--- src/rtl/prd_dma_pkg.sv ---
package prd_dma_pkg;
  typedef enum logic [2:0] {
    S_IDLE,
    S_DESC_BASE,
    S_DESC_LEN,
    S_MEM_OP,
    S_DEV_OP
  } walk_state_t;

  localparam logic [1:0] REG_CMD  = 2'd0;
  localparam logic [1:0] REG_STAT = 2'd1;
  localparam logic [1:0] REG_TBL  = 2'd2;

  localparam int CMD_START = 0;
  localparam int CMD_DIR   = 3;
  localparam int ST_ACT    = 0;
  localparam int ST_ERR    = 1;
  localparam int ST_INT    = 2;

  localparam int DESC_BYTES = 8;
endpackage

--- src/rtl/prd_regs.sv ---
module prd_regs
  import prd_dma_pkg::*;
#(
  parameter int ADDR_W = 32
) (
  input  logic              clk,
  input  logic              rst_n,
  input  logic              wr_en,
  input  logic [1:0]        wr_addr,
  input  logic [ADDR_W-1:0] wr_data,
  input  logic              act_clr_i,
  input  logic              err_set_i,
  input  logic              irq_i,
  output logic              start_o,
  output logic              stop_o,
  output logic              dir_o,
  output logic [ADDR_W-1:0] tbl_ptr_o,
  output logic [7:0]        cmd_o,
  output logic [7:0]        status_o
);
  localparam int ALIGN_W = $clog2(DESC_BYTES);

  logic              run_q, dir_q, act_q, err_q, int_q;
  logic [ADDR_W-1:0] tbl_q;
  logic              cmd_wr, st_wr, tbl_wr;

  assign cmd_wr  = wr_en && (wr_addr == REG_CMD);
  assign st_wr   = wr_en && (wr_addr == REG_STAT);
  assign tbl_wr  = wr_en && (wr_addr == REG_TBL);

  assign start_o = cmd_wr && wr_data[CMD_START] && !run_q;
  assign stop_o  = cmd_wr && !wr_data[CMD_START];
  assign dir_o   = wr_data[CMD_DIR];

  always_ff @(posedge clk) begin
    if (!rst_n) begin
      run_q <= 1'b0;
      dir_q <= 1'b0;
      act_q <= 1'b0;
      err_q <= 1'b0;
      int_q <= 1'b0;
      tbl_q <= '0;
    end else begin
      if (cmd_wr) begin
        run_q <= wr_data[CMD_START];
        dir_q <= wr_data[CMD_DIR];
      end
      if (tbl_wr) tbl_q <= {wr_data[ADDR_W-1:ALIGN_W], ALIGN_W'(0)};
      if (start_o) act_q <= 1'b1;
      else if (stop_o || act_clr_i) act_q <= 1'b0;
      err_q <= err_set_i | (err_q & ~(st_wr & wr_data[ST_ERR]));
      int_q <= irq_i | (int_q & ~(st_wr & wr_data[ST_INT]));
    end
  end

  assign tbl_ptr_o = tbl_q;
  assign cmd_o     = {4'b0, dir_q, 2'b0, run_q};
  assign status_o  = {5'b0, int_q, err_q, act_q};

  // a faulted transfer leaves ERR set and the engine inactive
  p_fault_flags_r9: assert property (@(posedge clk) disable iff (!rst_n)
    err_set_i |=> (status_o[ST_ERR] && !status_o[ST_ACT]));

  // the device interrupt is never lost
  p_irq_sets_r10: assert property (@(posedge clk) disable iff (!rst_n)
    irq_i |=> status_o[ST_INT]);

  // writing zero to a flag keeps it
  p_zero_keeps_r11: assert property (@(posedge clk) disable iff (!rst_n)
    (st_wr && !wr_data[ST_ERR] && status_o[ST_ERR]) |=> status_o[ST_ERR]);
endmodule

--- src/rtl/prd_walker.sv ---
module prd_walker
  import prd_dma_pkg::*;
#(
  parameter int ADDR_W = 32,
  parameter int DATA_W = 32,
  parameter int CNT_W  = 16
) (
  input  logic              clk,
  input  logic              rst_n,
  input  logic              start_i,
  input  logic              stop_i,
  input  logic              dir_i,
  input  logic [ADDR_W-1:0] tbl_ptr_i,
  output logic              done_o,
  output logic              fault_o,
  output logic              mem_req,
  output logic              mem_we,
  output logic [ADDR_W-1:0] mem_addr,
  output logic [DATA_W-1:0] mem_wdata,
  input  logic              mem_gnt,
  input  logic              mem_err,
  input  logic [DATA_W-1:0] mem_rdata,
  input  logic              rx_valid,
  output logic              rx_ready,
  input  logic [DATA_W-1:0] rx_data,
  output logic              tx_valid,
  input  logic              tx_ready,
  output logic [DATA_W-1:0] tx_data
);
  localparam int WORD_BYTES = DATA_W / 8;
  localparam int BYTE_SH    = $clog2(WORD_BYTES);
  localparam int WC_W       = CNT_W - BYTE_SH + 1;
  localparam logic [WC_W-1:0] FULL_WORDS = WC_W'(1) << (CNT_W - BYTE_SH);

  walk_state_t       state;
  logic [ADDR_W-1:0] dptr, raddr, dptr_next;
  logic [WC_W-1:0]   words_left, len_words;
  logic              eot_q, dir_q, last_word, gnt_ok, region_end;
  logic [DATA_W-1:0] buf_q;
  logic [CNT_W-BYTE_SH-1:0] cnt_field;

  assign cnt_field = mem_rdata[CNT_W-1:BYTE_SH];
  assign len_words = (cnt_field == '0) ? FULL_WORDS : WC_W'(cnt_field);
  assign dptr_next = {dptr[ADDR_W-1:CNT_W], dptr[CNT_W-1:0] + CNT_W'(DESC_BYTES)};
  assign last_word = (words_left == WC_W'(1));

  always_comb begin
    mem_req  = (state == S_DESC_BASE) || (state == S_DESC_LEN) || (state == S_MEM_OP);
    mem_we   = (state == S_MEM_OP) && dir_q;
    unique case (state)
      S_DESC_BASE: mem_addr = dptr;
      S_DESC_LEN:  mem_addr = dptr | ADDR_W'(WORD_BYTES);
      default:     mem_addr = raddr;
    endcase
    mem_wdata = buf_q;
    rx_ready  = (state == S_DEV_OP) && dir_q;
    tx_valid  = (state == S_DEV_OP) && !dir_q;
    tx_data   = buf_q;
  end

  assign gnt_ok     = mem_req && mem_gnt && !mem_err;
  assign fault_o    = mem_req && mem_gnt && mem_err;
  assign region_end = last_word &&
                      (((state == S_MEM_OP) && dir_q && gnt_ok) ||
                       (tx_valid && tx_ready));
  assign done_o     = region_end && eot_q;

  always_ff @(posedge clk) begin
    if (!rst_n) begin
      state      <= S_IDLE;
      dptr       <= '0;
      raddr      <= '0;
      words_left <= '0;
      eot_q      <= 1'b0;
      dir_q      <= 1'b0;
      buf_q      <= '0;
    end else if (stop_i || fault_o) begin
      state <= S_IDLE;
    end else begin
      unique case (state)
        S_IDLE: if (start_i) begin
          state <= S_DESC_BASE;
          dptr  <= tbl_ptr_i;
          dir_q <= dir_i;
        end
        S_DESC_BASE: if (gnt_ok) begin
          raddr <= {mem_rdata[ADDR_W-1:BYTE_SH], BYTE_SH'(0)};
          state <= S_DESC_LEN;
        end
        S_DESC_LEN: if (gnt_ok) begin
          words_left <= len_words;
          eot_q      <= mem_rdata[DATA_W-1];
          state      <= dir_q ? S_DEV_OP : S_MEM_OP;
        end
        S_MEM_OP: if (gnt_ok) begin
          if (dir_q) begin
            raddr      <= raddr + ADDR_W'(WORD_BYTES);
            words_left <= words_left - WC_W'(1);
            if (last_word) begin
              state <= eot_q ? S_IDLE : S_DESC_BASE;
              dptr  <= dptr_next;
            end else begin
              state <= S_DEV_OP;
            end
          end else begin
            buf_q <= mem_rdata;
            state <= S_DEV_OP;
          end
        end
        S_DEV_OP: begin
          if (dir_q && rx_valid) begin
            buf_q <= rx_data;
            state <= S_MEM_OP;
          end else if (!dir_q && tx_ready) begin
            raddr      <= raddr + ADDR_W'(WORD_BYTES);
            words_left <= words_left - WC_W'(1);
            if (last_word) begin
              state <= eot_q ? S_IDLE : S_DESC_BASE;
              dptr  <= dptr_next;
            end else begin
              state <= S_MEM_OP;
            end
          end
        end
        default: state <= S_IDLE;
      endcase
    end
  end

  // a waiting memory request is not altered
  p_req_hold_r12: assert property (@(posedge clk) disable iff (!rst_n)
    (mem_req && !mem_gnt && !stop_i) |=>
      (mem_req && $stable(mem_addr) && $stable(mem_we) && $stable(mem_wdata)));

  // a word offered to the device waits unchanged
  p_tx_hold_r12: assert property (@(posedge clk) disable iff (!rst_n)
    (tx_valid && !tx_ready && !stop_i) |=> (tx_valid && $stable(tx_data)));
endmodule

--- src/rtl/prd_dma_engine.sv ---
module prd_dma_engine
  import prd_dma_pkg::*;
#(
  parameter int ADDR_W = 32,
  parameter int DATA_W = 32,
  parameter int CNT_W  = 16
) (
  input  logic              clk,
  input  logic              rst_n,
  input  logic              reg_wr_en,
  input  logic [1:0]        reg_addr,
  input  logic [ADDR_W-1:0] reg_wdata,
  output logic [7:0]        cmd_o,
  output logic [7:0]        status_o,
  output logic [ADDR_W-1:0] tbl_ptr_o,
  output logic              mem_req,
  output logic              mem_we,
  output logic [ADDR_W-1:0] mem_addr,
  output logic [DATA_W-1:0] mem_wdata,
  input  logic              mem_gnt,
  input  logic              mem_err,
  input  logic [DATA_W-1:0] mem_rdata,
  input  logic              dev_rx_valid,
  output logic              dev_rx_ready,
  input  logic [DATA_W-1:0] dev_rx_data,
  output logic              dev_tx_valid,
  input  logic              dev_tx_ready,
  output logic [DATA_W-1:0] dev_tx_data,
  input  logic              dev_irq
);
  logic start_p, stop_p, dir_w, done_p, fault_p;

  prd_regs #(.ADDR_W(ADDR_W)) u_regs (
    .clk(clk), .rst_n(rst_n),
    .wr_en(reg_wr_en), .wr_addr(reg_addr), .wr_data(reg_wdata),
    .act_clr_i(done_p | fault_p), .err_set_i(fault_p), .irq_i(dev_irq),
    .start_o(start_p), .stop_o(stop_p), .dir_o(dir_w),
    .tbl_ptr_o(tbl_ptr_o), .cmd_o(cmd_o), .status_o(status_o)
  );

  prd_walker #(.ADDR_W(ADDR_W), .DATA_W(DATA_W), .CNT_W(CNT_W)) u_walker (
    .clk(clk), .rst_n(rst_n),
    .start_i(start_p), .stop_i(stop_p), .dir_i(dir_w), .tbl_ptr_i(tbl_ptr_o),
    .done_o(done_p), .fault_o(fault_p),
    .mem_req(mem_req), .mem_we(mem_we), .mem_addr(mem_addr), .mem_wdata(mem_wdata),
    .mem_gnt(mem_gnt), .mem_err(mem_err), .mem_rdata(mem_rdata),
    .rx_valid(dev_rx_valid), .rx_ready(dev_rx_ready), .rx_data(dev_rx_data),
    .tx_valid(dev_tx_valid), .tx_ready(dev_tx_ready), .tx_data(dev_tx_data)
  );

  // starting sets ACT and issues the first descriptor read at the pointer
  p_start_fetch_r3: assert property (@(posedge clk) disable iff (!rst_n)
    (reg_wr_en && reg_addr == REG_CMD && reg_wdata[CMD_START] && !cmd_o[CMD_START])
      |=> (status_o[ST_ACT] && mem_req && !mem_we && mem_addr == $past(tbl_ptr_o)));

  // nothing is offered on either side while inactive
  p_quiet_idle_r7: assert property (@(posedge clk) disable iff (!rst_n)
    !status_o[ST_ACT] |-> (!mem_req && !dev_tx_valid && !dev_rx_ready));
endmodule

--- config.mk ---
export PLATFORM = sky130hd
export DESIGN_NAME = prd_dma_engine
export DESIGN_NICKNAME = d
export VERILOG_FILES = /design/src/rtl/prd_dma_pkg.sv /design/src/rtl/prd_regs.sv /design/src/rtl/prd_walker.sv /design/src/rtl/prd_dma_engine.sv
export SDC_FILE = /design/constraint.sdc
export NUM_CORES = 1
export LEC_CHECK = 0
export BUFFER_PORTS_ARGS = -buffer_cell sky130_fd_sc_hd__buf_2
export CORE_ASPECT_RATIO = 1.25
export CORE_MARGIN = 4
export CORE_UTILIZATION = 57
export DETAILED_ROUTE_END_ITERATION = 16
export PLACE_DENSITY = 0.95
export SYNTH_ARGS = -nofsm -noshare
export SYNTH_HDL_FRONTEND = slang
export SYNTH_HIERARCHICAL = 1
export SYNTH_SLANG_ARGS = --single-unit
export TNS_END_PERCENT = 1
--- constraint.sdc ---
create_clock -name clk -period 4 [get_ports clk]
set_clock_uncertainty 0.15 [all_clocks]
set_input_delay 0.8 -clock clk [delete_from_list [all_inputs] [get_ports clk]]
set_output_delay 0.8 -clock clk [all_outputs]
set_load 0.02 [all_outputs]
Word-level counts from Yosys, hierarchy flattened
Cells that the tools add are included.
{ "word_totals": {"register_bits": 150, "out_inout_bits": 148} }
{ "classes": {"addsub": 3, "n_eq_ne": 17, "mux": 39, "n_bitwise": 11, "reduce_logical": 43} }
{ "op_table": {"columns": ["operator", "n"], "rows": [
  ["two-way mux 32 bit", 13],
  ["case mux 32 bit (3 select lines)", 2],
  ["case mux 32 bit (2 select lines)", 2],
  ["two-way mux 15 bit", 6],
  ["case mux 15 bit (3 select lines)", 1],
  ["adder 32 x 3 -> 32 bit, second input constant", 1],
  ["two-way mux 3 bit", 10],
  ["AND reduction 7 bit", 3],
  ["logical AND 1 bit", 18],
  ["adder 16 x 4 -> 16 bit, second input constant", 1],
  ["two-way mux 16 bit", 1],
  ["== test 15 x 1 -> 1 bit, second input constant", 1],
  ["case mux 3 bit (5 select lines)", 1],
  ["subtractor 15 x 1 -> 15 bit, second input constant", 1],
  ["zero test 14 bit", 1],
  ["inequality test 2 bit, second input constant", 5],
  ["AND reduction 5 bit", 2],
  ["nonzero test 3 bit", 3],
  ["inequality test 2 x 1 -> 1 bit, second input constant", 4],
  ["== test 3 x 2 -> 1 bit, second input constant", 2],
  ["AND reduction 3 bit", 2],
  ["logical OR 1 bit", 5],
  ["bitwise AND 1 bit", 4],
  ["zero test 1 bit", 4],
  ["other kinds (12)", 20]
]} }

Logic depth before layout (Yosys ltp)
{ "depth": {"word_depth": 13, "depth_mapped": 9, "depth_no_buf": 8} }

Modules after synthesis
The synthesis kept the hierarchy.
{ "by_module_without_submodules": {"columns": ["mod", "n_inst", "cells_per_inst", "area_each_um2", "seq_area_each_um2"], "rows": [
  ["prd_walker", 1, 906, 7125.6, 2282.2],
  ["prd_regs", 1, 173, 1556.5, 680.7],
  ["prd_dma_engine", 1, 1, 6.3, 0.0]
]} }

Worst setup path after synthesis
No wires, ideal clock.
{ "synth_timing": {"path_type": "input to register", "startpoint": "in reg_addr[0]", "endpoint": "reg u_walker.raddr[2]", "setup_ns": 0.115, "arrival_ns": 2.603, "required_time_ns": 3.735, "path_slack_ns": 1.133, "cell_stages": 9, "path_buffers": 3, "path_cell_list": "or3b_1 -> clkbuf_1 -> nor2_1 -> a31oi_1 -> o21ai_0 -> clkbuf_1 -> clkbuf_1 -> nor2_1 -> o21a_1"} }
{ "synth_via": {"elab_chain_cells": 6} }
{ "synth_lines": {"columns": ["element", "line", "source"], "rows": [
  ["start: declaration", "prd_dma_engine.sv:11", "input logic [1:0] reg_addr,"],
  ["zero test 2 bit", "prd_regs.sv:27", "assign cmd_wr = wr_en && (wr_addr == REG_CMD);"],
  ["logical AND 1 bit", "prd_regs.sv:27", null],
  ["logical AND 1 bit", "prd_regs.sv:32", "assign stop_o = cmd_wr && !wr_data[CMD_START];"],
  ["named net stop_p", "prd_dma_engine.sv:31", "logic start_p, stop_p, dir_w, done_p, fault_p;"],
  ["logical OR 1 bit", "prd_walker.sv:77", "end else if (stop_i || fault_o) begin"],
  ["NOT 1 bit (no line)", null, null],
  ["AND reduction 7 bit (no line)", null, null],
  ["end signal: assignment", "prd_walker.sv:87", "raddr <= {mem_rdata[ADDR_W-1:BYTE_SH], BYTE_SH'(0)};"],
  ["end signal: assignment", "prd_walker.sv:97", "raddr <= raddr + ADDR_W'(WORD_BYTES);"],
  ["end signal: assignment", "prd_walker.sv:115", "raddr <= raddr + ADDR_W'(WORD_BYTES);"],
  ["end: declaration", "prd_walker.sv:36", "logic [ADDR_W-1:0] dptr, raddr, dptr_next;"]
]} }
The timed path passes the listed nets, and every way through them passes these cells.
A chain may end at the register's enable or synchronous reset.

Worst setup path in the final report
{ "layout_timing": {"startpoint": "reg u_walker.state[2]", "endpoint": "out dev_tx_valid"} }
{ "layout_via": {"elab_chain_cells": 2} }
{ "layout_lines": {"columns": ["element", "line", "source"], "rows": [
  ["start: declaration", "prd_walker.sv:35", "walk_state_t state;"],
  ["start signal: assignment", "prd_walker.sv:93", "state <= dir_q ? S_DEV_OP : S_MEM_OP;"],
  ["start signal: assignment", "prd_walker.sv:100", "state <= eot_q ? S_IDLE : S_DESC_BASE;"],
  ["start signal: assignment", "prd_walker.sv:118", "state <= eot_q ? S_IDLE : S_DESC_BASE;"],
  ["== test 3 bit", "prd_walker.sv:57", "tx_valid = (state == S_DEV_OP) && !dir_q;"],
  ["logical AND 1 bit", "prd_walker.sv:57", null],
  ["end: declaration", "prd_dma_engine.sv:26", "output logic dev_tx_valid,"]
]} }
No other way between the ends.

==> flow_metrics.env <==
export IMPL_vias=8948
export IMPL_min_period_over_period_pct=81.4
export IMPL_rows=50
export IMPL_hold_buffers=0
export IMPL_crit_chain="or3b_1, buf_4, nor2_1, buf_2"
export IMPL_relSlewSlack_pct=27.1
export IMPL_cts_max_level=4
export IMPL_start_kind="register"
export IMPL_antenna_found_initial=0
export IMPL_synthFlopType="dfxtp_1"
export IMPL_postPlaceCellArea_um2=9550
export IMPL_drt_pass1_iterations=5
export IMPL_drive_gt1_share_pct=30.3
export IMPL_area_growth_pct=16.7
export IMPL_fin_setup_tns_ns=0
export IMPL_timing_max_cap_violations=0
export IMPL_dp_slack_ns=0.530
export IMPL_synth_edf_count=0
export IMPL_p_leak_nw=4.31
export IMPL_cts_sinks=148
export IMPL_gp_congestion=0.945
export IMPL_reg2regPathDepth=6
export IMPL_antenna_cells=0
export IMPL_slowest_delay_ns=0.63
export IMPL_drt_wirelength_per_cell_um=18.8
export IMPL_drt_iter0_drc=884
export IMPL_dpl_hpwl_mm=19.3
export IMPL_final_common_cell="buf_2"
export IMPL_synthArstFlopShare_pct=0
export IMPL_ys_ff_latch=148
export IMPL_grt_pass1_vias=8497
export IMPL_wl_mm=26.9
export IMPL_cts_made_buffers=17
export IMPL_setup_viol=0
export IMPL_crit_arrival_ns=2.31
export IMPL_dp_cells=1397
export IMPL_pin_count=254
export IMPL_cts_resized=0
export IMPL_post_cts_setup_buffer_count=0
export IMPL_post_route_cell_area_um2=10100
export IMPL_peakVddDrop_uv=280
export IMPL_clk_latency_ns=0.43
export IMPL_max_freq_ghz=0.307
export IMPL_hold_viol=0
export IMPL_root_buffer="clkbuf_16"
export IMPL_rsz0062_at_grt="no"
export IMPL_cp_end_kind="output port"
export IMPL_min_period_ns=3.26
export IMPL_status="finished clean"
export IMPL_ys_warnings_count=6
export IMPL_die_h_um=146
export IMPL_crit_path_top_delay_cell="dfxtp_1"
export IMPL_critPathRequiredTime_ns=3.05
export IMPL_core_area_um2=15000
export IMPL_finalMaxSlewViolations=0
export IMPL_cts_clk_slew_worst_paths_ns=0.06
export IMPL_port_buffers=239
export IMPL_critPathKind="reg2out"
export IMPL_grt_pass1_wl_mm=42.9
export IMPL_setup_slack_ns=0.742
export IMPL_yosys_cell_types_count=74
export IMPL_clk_path_buf_depth=2
export IMPL_nets=1344
export IMPL_power_density_nw_per_um2=338
export IMPL_die_x_um=118
export IMPL_dieArea_um2=17300
export IMPL_drc_errors=0
export IMPL_synth_cells=1080
export IMPL_hold_path_class="reg2reg"
export IMPL_grt_max_degree=107
export IMPL_grt_util_all_layers_pct=29.9
export IMPL_synth_area_per_cell_um2=8.04
export IMPL_worst_pin_slew_ns=1.09
export IMPL_seq_area_frac_synth_pct=34.1
export IMPL_viasPerCell=6.26
export IMPL_gr_total_overflow=0
export IMPL_path_max_fanout=41
export IMPL_syn_area_um2=8690
export IMPL_cts_tree="done"
export IMPL_holdPathStages=2
export IMPL_initial_core_util_pct=58.1
export IMPL_final_cell_mix="buf_2, nand2_1, dfxtp_1"
export IMPL_fin_cells=1429
export IMPL_ant_nets=0
export IMPL_finalPower_mw=3.43
## critical path: cells and delay by family, from the launching register on
family	cells	cell delay (ns)
buf+inv	2	0.52
flops	1	0.63
simple gates	2	0.71
## Yosys cell counts (all sizes together), types with 7 or more instances
| library cell | instances | area [um2] |
|---|---|---|
| a211oi | 7 | 52.6 |
| a21oi | 69 | 345 |
| a311oi | 35 | 482 |
| a31oi | 14 | 87.6 |
| a41oi | 7 | 61.3 |
| and2 | 7 | 43.8 |
| and3 | 18 | 113 |
| buf | 91 | 639 |
| clkbuf | 49 | 184 |
| dfxtp | 148 | 2960 |
| inv | 10 | 37.5 |
| mux2 | 29 | 327 |
| mux2i | 36 | 360 |
| nand2 | 188 | 706 |
| nand3 | 34 | 170 |
| nand4 | 32 | 200 |
| nor2 | 96 | 360 |
| nor3 | 18 | 106 |
| nor3b | 7 | 57.6 |
| nor4 | 20 | 138 |
| o211ai | 8 | 60.1 |
| o21a | 9 | 67.6 |
| o21ai | 44 | 220 |
| o221a | 13 | 146 |
| o31ai | 10 | 80.1 |
## area by class of cell
| class | count | area, um2 |
|---|---|---|
| Inverter | 10 | 38.8 |
| Tap cell | 182 | 228 |
| Clock inverter | 12 | 155 |
| Sequential cell | 148 | 2960 |
| Multi-Input combinational cell | 795 | 4940 |
| Timing Repair Buffer | 262 | 1380 |
| Clock buffer | 20 | 437 |
| Fill cell | 1183 | 4810 |
## final timing paths
path,from,end,slack (ns)
setup / recovery,u_walker/state[2],dev_tx_valid,0.74
hold / removal,u_walker/dptr[16],u_walker/dptr[16],0.30
setup reg to reg,u_walker/state[2],u_walker/dptr[4],1.00
hold reg to reg,u_walker/dptr[16],u_walker/dptr[16],0.30
## kinds of logic (layout without fill, tap and decap cells)
family | count (synthesis) | count (layout) | share of synthesized area, %
AO/OA/AOI/OAI | 261 | 261 | 22.9
XOR/XNOR | 1 | 1 | 0.101
adder cells (fa/ha/maj) | 4 | 4 | 0.576
buffers and inverters | 150 | 304 | 9.91
flip-flops | 148 | 148 | 34.1
multiplexers | 65 | 65 | 7.91
other | 1 | 14 | 0.0432
AND/OR/NAND/NOR | 450 | 450 | 24.4
## report_power, final
group          switching [mW]  internal [mW]
combinational           0.173          0.105
sequential             0.0216           1.49
clock                   0.653          0.982
total                   0.847           2.58
## registers in the layout (all words and copies together), names as in the netlist
| register | cells |
|---|---|
| u_walker/dptr | 32 |
| u_walker/mem_wdata | 32 |
| u_walker/raddr | 30 |
| u_regs/tbl_ptr_o | 29 |
| u_walker/words_left | 15 |
| u_walker/state | 3 |
| u_regs/act_q | 1 |
| u_regs/dir_q | 1 |
| u_regs/err_q | 1 |
| u_regs/int_q | 1 |
| u_regs/run_q | 1 |
| u_walker/dir_q | 1 |
| u_walker/eot_q | 1 |
## routing by layer
metal	global-route usage, %	part of all wire, %
met5	0	0
met4	12.0	3.1
met3	7.25	9.9
met2	50.4	48
met1	36.6	39
## per-stage QoR
step	hold WS [ns]	utilization [%]
after detailed placement	0.291	63.9
after floorplan	0.278	-
after CTS	0.302	67.8
final	0.304	67.8
after global placement	0.285	63.9
after global routing	0.322	67.8
Power figures use the tool's default switching activity.
